**src/rtl/glfsr_pkg.sv**
```systemverilog
package glfsr_pkg;
  localparam int unsigned GLFSR_WIDTH    = 8;
  localparam int unsigned GLFSR_SYNC_LEN = 2;
endpackage

```
**src/rtl/glfsr_rst_sync.sv**
```systemverilog
module glfsr_rst_sync #(
  parameter int unsigned STAGES = glfsr_pkg::GLFSR_SYNC_LEN
) (
  input  logic clk,
  input  logic rst_n,
  output logic rst_sync_n
);
  logic [STAGES-1:0] chain_q;
  logic [STAGES-1:0] chain_d;

  always_comb begin
    chain_d = {chain_q[STAGES-2:0], 1'b1};
  end

  always_ff @(posedge clk or negedge rst_n) begin
    if (!rst_n) chain_q <= '0;
    else        chain_q <= chain_d;
  end

  assign rst_sync_n = chain_q[STAGES-1];

  a_r1_sync_low_in_reset: assert property (@(posedge clk) !rst_n |-> !rst_sync_n)
    else $error("rst_sync_n high while rst_n low");
endmodule

```
**src/rtl/glfsr_link.sv**
```systemverilog
module glfsr_link #(
  parameter bit FIRST = 1'b0
) (
  input  logic prev_q,
  input  logic fb,
  input  logic tap_en,
  output logic link_d
);
  generate
    if (FIRST) begin : g_head
      assign link_d = tap_en & fb;
    end else begin : g_body
      assign link_d = prev_q ^ (tap_en & fb);
    end
  endgenerate
endmodule

```
**src/rtl/glfsr_stage.sv**
```systemverilog
module glfsr_stage #(
  parameter bit INVERT = 1'b0
) (
  input  logic clk,
  input  logic rst_n,
  input  logic adv,
  input  logic d,
  output logic q
);
  logic store_q;
  logic store_d;
  logic d_enc;

  assign d_enc = INVERT ? ~d : d;

  always_comb begin
    store_d = store_q;
    if (adv) store_d = d_enc;
  end

  always_ff @(posedge clk or negedge rst_n) begin
    if (!rst_n) store_q <= 1'b0;
    else        store_q <= store_d;
  end

  assign q = INVERT ? ~store_q : store_q;
endmodule

```
**src/rtl/galois_tap_lfsr.sv**
```systemverilog
module galois_tap_lfsr #(
  parameter int unsigned WIDTH = glfsr_pkg::GLFSR_WIDTH
) (
  input  logic             clk,
  input  logic             rst_n,
  input  logic             step,
  input  logic [WIDTH-1:0] tap_sel,
  output logic [WIDTH-1:0] lfsr_q
);
  localparam int unsigned MSB = WIDTH - 1;
  localparam logic [WIDTH-1:0] SEED = {{(WIDTH-1){1'b0}}, 1'b1};

  logic             rst_core_n;
  logic             fb;
  logic [WIDTH-1:0] link_d;

  glfsr_rst_sync u_rst (
    .clk        (clk),
    .rst_n      (rst_n),
    .rst_sync_n (rst_core_n)
  );

  assign fb = lfsr_q[MSB];

  genvar gi;
  generate
    for (gi = 0; gi < WIDTH; gi++) begin : g_stage
      if (gi == 0) begin : g_first
        glfsr_link #(.FIRST(1'b1)) u_link (
          .prev_q (1'b0),
          .fb     (fb),
          .tap_en (tap_sel[0]),
          .link_d (link_d[0])
        );
        glfsr_stage #(.INVERT(1'b1)) u_ff (
          .clk   (clk),
          .rst_n (rst_core_n),
          .adv   (step),
          .d     (link_d[0]),
          .q     (lfsr_q[0])
        );
      end else begin : g_rest
        glfsr_link #(.FIRST(1'b0)) u_link (
          .prev_q (lfsr_q[gi-1]),
          .fb     (fb),
          .tap_en (tap_sel[gi]),
          .link_d (link_d[gi])
        );
        glfsr_stage #(.INVERT(1'b0)) u_ff (
          .clk   (clk),
          .rst_n (rst_core_n),
          .adv   (step),
          .d     (link_d[gi]),
          .q     (lfsr_q[gi])
        );
      end
    end
  endgenerate

  a_r1_seed_in_reset: assert property (@(posedge clk) !rst_n |-> lfsr_q == SEED)
    else $error("state not seeded during reset");

  a_r2_hold_without_step: assert property (@(posedge clk) disable iff (!rst_core_n)
    !step |=> $stable(lfsr_q))
    else $error("state moved without step");

  a_r3_head_source: assert property (@(posedge clk) disable iff (!rst_core_n)
    step |=> lfsr_q[0] == ($past(tap_sel[0]) & $past(lfsr_q[MSB])))
    else $error("stage 1 loaded wrong value");

  a_r4_body_shift: assert property (@(posedge clk) disable iff (!rst_core_n)
    step |=> lfsr_q[MSB:1] == ($past(lfsr_q[MSB-1:0]) ^
                               ($past(tap_sel[MSB:1]) & {(WIDTH-1){$past(lfsr_q[MSB])}})))
    else $error("body stages loaded wrong value");

  a_r5_zero_lock: assert property (@(posedge clk) disable iff (!rst_core_n)
    lfsr_q == '0 |=> lfsr_q == '0)
    else $error("left the all-zero state");
endmodule

```
**config.mk**
```make
export PLATFORM = sky130hd
export DESIGN_NAME = galois_tap_lfsr
export DESIGN_NICKNAME = d
export VERILOG_FILES = /design/src/rtl/glfsr_pkg.sv /design/src/rtl/glfsr_rst_sync.sv /design/src/rtl/glfsr_link.sv /design/src/rtl/glfsr_stage.sv /design/src/rtl/galois_tap_lfsr.sv
export SDC_FILE = /design/constraint.sdc
export NUM_CORES = 1
export LEC_CHECK = 0
export ABC_CLOCK_PERIOD_IN_PS = 950
export CORE_MARGIN = 4
export CORE_UTILIZATION = 42
export DETAILED_ROUTE_END_ITERATION = 12
export PLACE_DENSITY = 0.75
export SETUP_SLACK_MARGIN = 0.3
export SLEW_MARGIN = 15
export SYNTH_ARGS = -nofsm -noshare
export SYNTH_HDL_FRONTEND = slang
export SYNTH_SLANG_ARGS = --single-unit
export TNS_END_PERCENT = 20
```
**constraint.sdc**
```tcl
create_clock -name clk -period 0.95 [get_ports clk]
set_clock_uncertainty 0.2 [all_clocks]
set_input_delay 0.19 -clock clk [delete_from_list [all_inputs] [get_ports clk]]
set_output_delay 0.19 -clock clk [all_outputs]
set_load 0.02 [all_outputs]
```
After elaboration in Yosys (flattened, before gate mapping)
Index checks and enable logic that the tools add are counted.
- bits in registers: 10
- input bits: 11
- output and inout port bits: 8
- logic and storage cells: 26
- bitwise logic cells: 17
- operators by type and width (cell ; count):
    bitwise AND 1 bit ; 8
    bitwise XOR 1 bit ; 7
    NOT 1 bit ; 2

Depth between registers and ports, before layout
- depth after elaboration: 2
- mapped depth: 4
- mapped depth without buffers: 2

By module
A second synthesis with hierarchy kept.
- cells, all modules: 37
- area total of the unflattened synthesis: 478.0 sq um
- by module, submodules not included (module ; sequential area each (sq um) ; times used ; area each (sq um) ; cells each):
    glfsr_stage (g_stage[1].g_rest.u_ff ...) ; 25.0 ; 7 ; 40.0 ; 2
    glfsr_link (g_stage[1].g_rest.u_link ...) ; 0.0 ; 7 ; 12.5 ; 2
    glfsr_rst_sync ; 50.0 ; 1 ; 53.8 ; 3
    glfsr_stage (g_stage[0].g_first.u_ff) ; 25.0 ; 1 ; 38.8 ; 3
    galois_tap_lfsr ; 0.0 ; 1 ; 11.3 ; 2
    glfsr_link (g_stage[0].g_first.u_link) ; 0.0 ; 1 ; 6.3 ; 1

Least setup slack after synthesis
No wires, ideal clock.
- kind: reg2reg
- start: reg g_stage[7].g_rest.u_ff.store_q
- end: reg g_stage[2].g_rest.u_ff.store_q
- buffers on the path: 1
- cell stages (with the launch flop): 4
- library setup time: 0.082 ns
- clock period less this slack: 1.127 ns
- data arrival time: 0.845 ns
- required time: 0.668 ns
- setup slack: -0.177 ns
- path through: dfrtp_1 > buf_6 > a21bo_1 > a31oi_1
- longest elaborated chain between the ends: 2
- ends and longest elaborated chain (what ; RTL line ; source):
    start, declared ; glfsr_stage.sv:10 ; logic store_q;
    start signal, assigned ; glfsr_stage.sv:23 ; else store_q <= store_d;
    bitwise AND 1 bit ; glfsr_link.sv:13 ; assign link_d = prev_q ^ (tap_en & fb);
    bitwise XOR 1 bit ; glfsr_link.sv:13 ;
    end signal, assigned ; glfsr_stage.sv:23 ;
    end, declared ; glfsr_stage.sv:10 ;
No other way between the ends.
A chain may end at the register's enable or synchronous reset.

Worst setup path after layout
- start: reg g_stage[0].g_first.u_ff.store_q
- end: out lfsr_q[0]
- longest elaborated chain between the ends: 1
- ends and longest elaborated chain (what ; RTL line ; source):
    start, declared ; glfsr_stage.sv:10 ;
    start signal, assigned ; glfsr_stage.sv:23 ;
    NOT 1 bit ; glfsr_stage.sv:26 ; assign q = INVERT ? ~store_q : store_q;
    end, declared ; galois_tap_lfsr.sv:8 ; output logic [WIDTH-1:0] lfsr_q
No other way between the ends.

==> results.py <==
metrics = {
    "timing": {
        "finalCriticalPeriod_ps": 1210,
        "finalSetupViolCount": 16,
        "timing.hold.ws_ps": -106,
        "worst_slack_ps": -259,
        "finalHoldViolCount": 10,
        "fmax_mhz": 827,
        "slew_violations": 0,
        "fin_setup_tns_ps": -3260,
        "fin_crit_sh_pct": 127,
        "rsz0062_at_grt": "yes",
    },
    "worst_setup_path": {
        "worstRegToRegCells": 3,
        "max_stage_delay_ps": 390,
        "crit_path_top_delay_cell": "dfrtp_1",
        "path_max_fanout": 2,
        "required_ps": 560,
        "timing.rr.start": "g_stage[7].g_rest.u_ff.q",
        "end_kind": "primary output",
        "crit_chain": "inv_2, buf_6",
        "start_kind": "register",
        "critPathKind": "register to primary output",
        "worstSetupStartpoint": "g_stage[0].g_first.u_ff.store_q",
        "arrival_ps": 820,
    },
    "layout": {
        "mostFrequentLayoutCell": "buf_4",
        "drive_above_1_share_pct": 42.7,
        "fin_util_pct": 68.3,
        "layout_common_cells": "buf_4 (10), dfrtp_1 (9), clkdlybuf4s50_1 (9)",
        "nNetsFinal": 88,
        "antenna_cells": 0,
        "final_area_um2": 800,
        "syn_to_final_growth_pct": 44.6,
    },
    "floorplanning": {
        "ios": 19,
        "rows": 12,
        "core-area_um2": 1170,
        "die_w_um": 44.3,
        "initial_core_util_pct": 47.2,
        "die_y_um": 44.3,
        "die-area_um2": 1960,
    },
    "global_route": {
        "grt_pass1_vias": 420,
        "grt_max_degree": 16,
        "antenna_found_initial": 0,
        "grt_pass1_wl_um": 1930,
        "gr-total-overflow": 0,
        "grt_usage_pct": 13.9,
    },
    "clock_tree": {
        "cts_tree": "done",
        "cts_root_buffer": "clkbuf_4",
        "clk_pin_slew_ps": 70,
        "cts_setup_buffers": 0,
        "htree_levels": 1,
        "numCtsBuffers": 3,
        "clk_latency_ps": 260,
        "cts.sinks": 10,
        "cts_max_path_buffers": 2,
    },
    "place": {
        "dpl-instance-area_um2": 746,
        "io_buffers": 18,
        "gp_congestion": 0.744,
        "dpl.hpwl_um": 804,
    },
    "yosys": {
        "syn_nets": 65,
        "seq_area_frac_synth_pct": 45.2,
        "synth_top_area_share_pct": 45.2,
        "yosys-top-cells-area": "dfrtp_1 (45%), buf_4 (11%), a31oi_1 (6.8%), nand3b_1 (6.8%), a21bo_2 (5.4%)",
        "synth_cells": 54,
        "yosys_warnings": 0,
        "synth_cell_types": 19,
        "syn_area_per_cell_um2": 10.2,
        "ys_ff_latch": 10,
        "netlist_area_um2": 553,
        "post-synth-top-area-cell": "dfrtp_1",
    },
    "power_and_ir_drop": {
        "power.total_mw": 2.12,
        "p_per_area_nw_per_um2": 2660,
        "irDropWorstVdd_uv": 1230,
        "cellLeakagePower_nw": 0.355,
    },
    "routing": {
        "drt_iter0_markers": 4,
        "wl_per_cell_um": 12.9,
        "finalWirelength_um": 1140,
        "routed-wl-met2_um": 521,
        "route.detailed.drc": 0,
        "via_count": 454,
        "antenna_left": 0,
        "vias_per_cell": 5.10,
        "wl_met1_um": 514,
        "wl_met3_um": 86,
        "maxUsedRoutingLayer": "met4",
        "drt_pass1_iterations": 4,
    },
    "outcome": {
        "status": "complete, but fails checks",
        "failed_checks": "hold timing, setup timing",
    },
    "min_path": {
        "min_path_type": "input pin to asynchronous set/reset pin",
    },
    "flow_run": {
        "cap_violations": 0,
    },
}
metal layers:
| layer | vias up | track usage, % |
|---|---|---|
| li1 | 226 | - |
| met1 | 208 | 17.8 |
| met2 | 16 | 20.3 |
| met3 | 4 | 4.07 |
| met4 | 0 | 9.04 |
| met5 | - | 0 |
synth_stat cells:
cell	instances
a21bo_1	2
a21bo_2	3
a21oi_1	1
a31oi_1	6
and2_2	1
and4_2	1
buf_2	1
buf_4	8
buf_6	2
conb_1	1
dfrtp_1	10
inv_1	2
nand2b_1	1
nand3b_1	5
nand4_1	1
nor2_1	6
nor3_1	1
nor3b_1	1
o221ai_1	1
through the flow:
| step | setup slack (ps) | instances |
|---|---|---|
| after floorplan | -147 | 54 |
| after global placement | -445 | 86 |
| after detailed placement | -465 | 86 |
| after CTS | -279 | 89 |
| after global routing | -291 | 89 |
| final | -259 | 89 |
critical path: cells and delay by family, from the launching register on:
kind,cells,cell delay [ps]
flip-flops,1,390
buffers and inverters,2,170
power breakdown:
part | leakage [nW] | internal (mW) | switching (mW)
registers | 0.113 | 0.558 | 0.0932
logic | 0.228 | 0.651 | 0.535
clock network | 0.0138 | 0.146 | 0.139
total | 0.355 | 1.36 | 0.768
state kept, by name (all words and copies together), names as in the netlist:
register,count
u_rst.chain_q,2
g_stage.g_rest.u_ff.q,7
g_stage.g_first.u_ff.store_q,1
logic make-up after synthesis:
family	count (synthesis)	synth area share, %
AND/OR/NAND/NOR	17	18.6
other	1	0.678
AO/OA/AOI/OAI	13	18.3
flip-flops	10	45.2
buffers and inverters	13	17.2
cell type report:
class | count | area (µm²)
Clock buffer | 3 | 22.5
Fill cell | 93 | 372
Inverter | 2 | 7.51
Multi-Input combinational cell | 31 | 238
Sequential cell | 10 | 251
Tap cell | 14 | 17.5
Timing Repair Buffer | 29 | 263
final timing paths:
path	to	slack [ps]
worst max register to register	g_stage[5].g_rest.u_ff.q	-230
worst min register to register	g_stage[2].g_rest.u_ff.q	-100
max in group asynchronous	g_stage[5].g_rest.u_ff.q	470
worst max-delay path	lfsr_q[0]	-260
worst min-delay path	u_rst.chain_q[0]	-110
min in group clk	u_rst.chain_q[1]	160
timing repair:
action                                  4_1_cts  5_1_grt
endpoints found under the setup margin       17       25
pin swaps                                     7        3
hold endpoints to repair                     10       10
gates resized for setup                      45        9
Note: power is estimated with default switching activity, not from simulation.
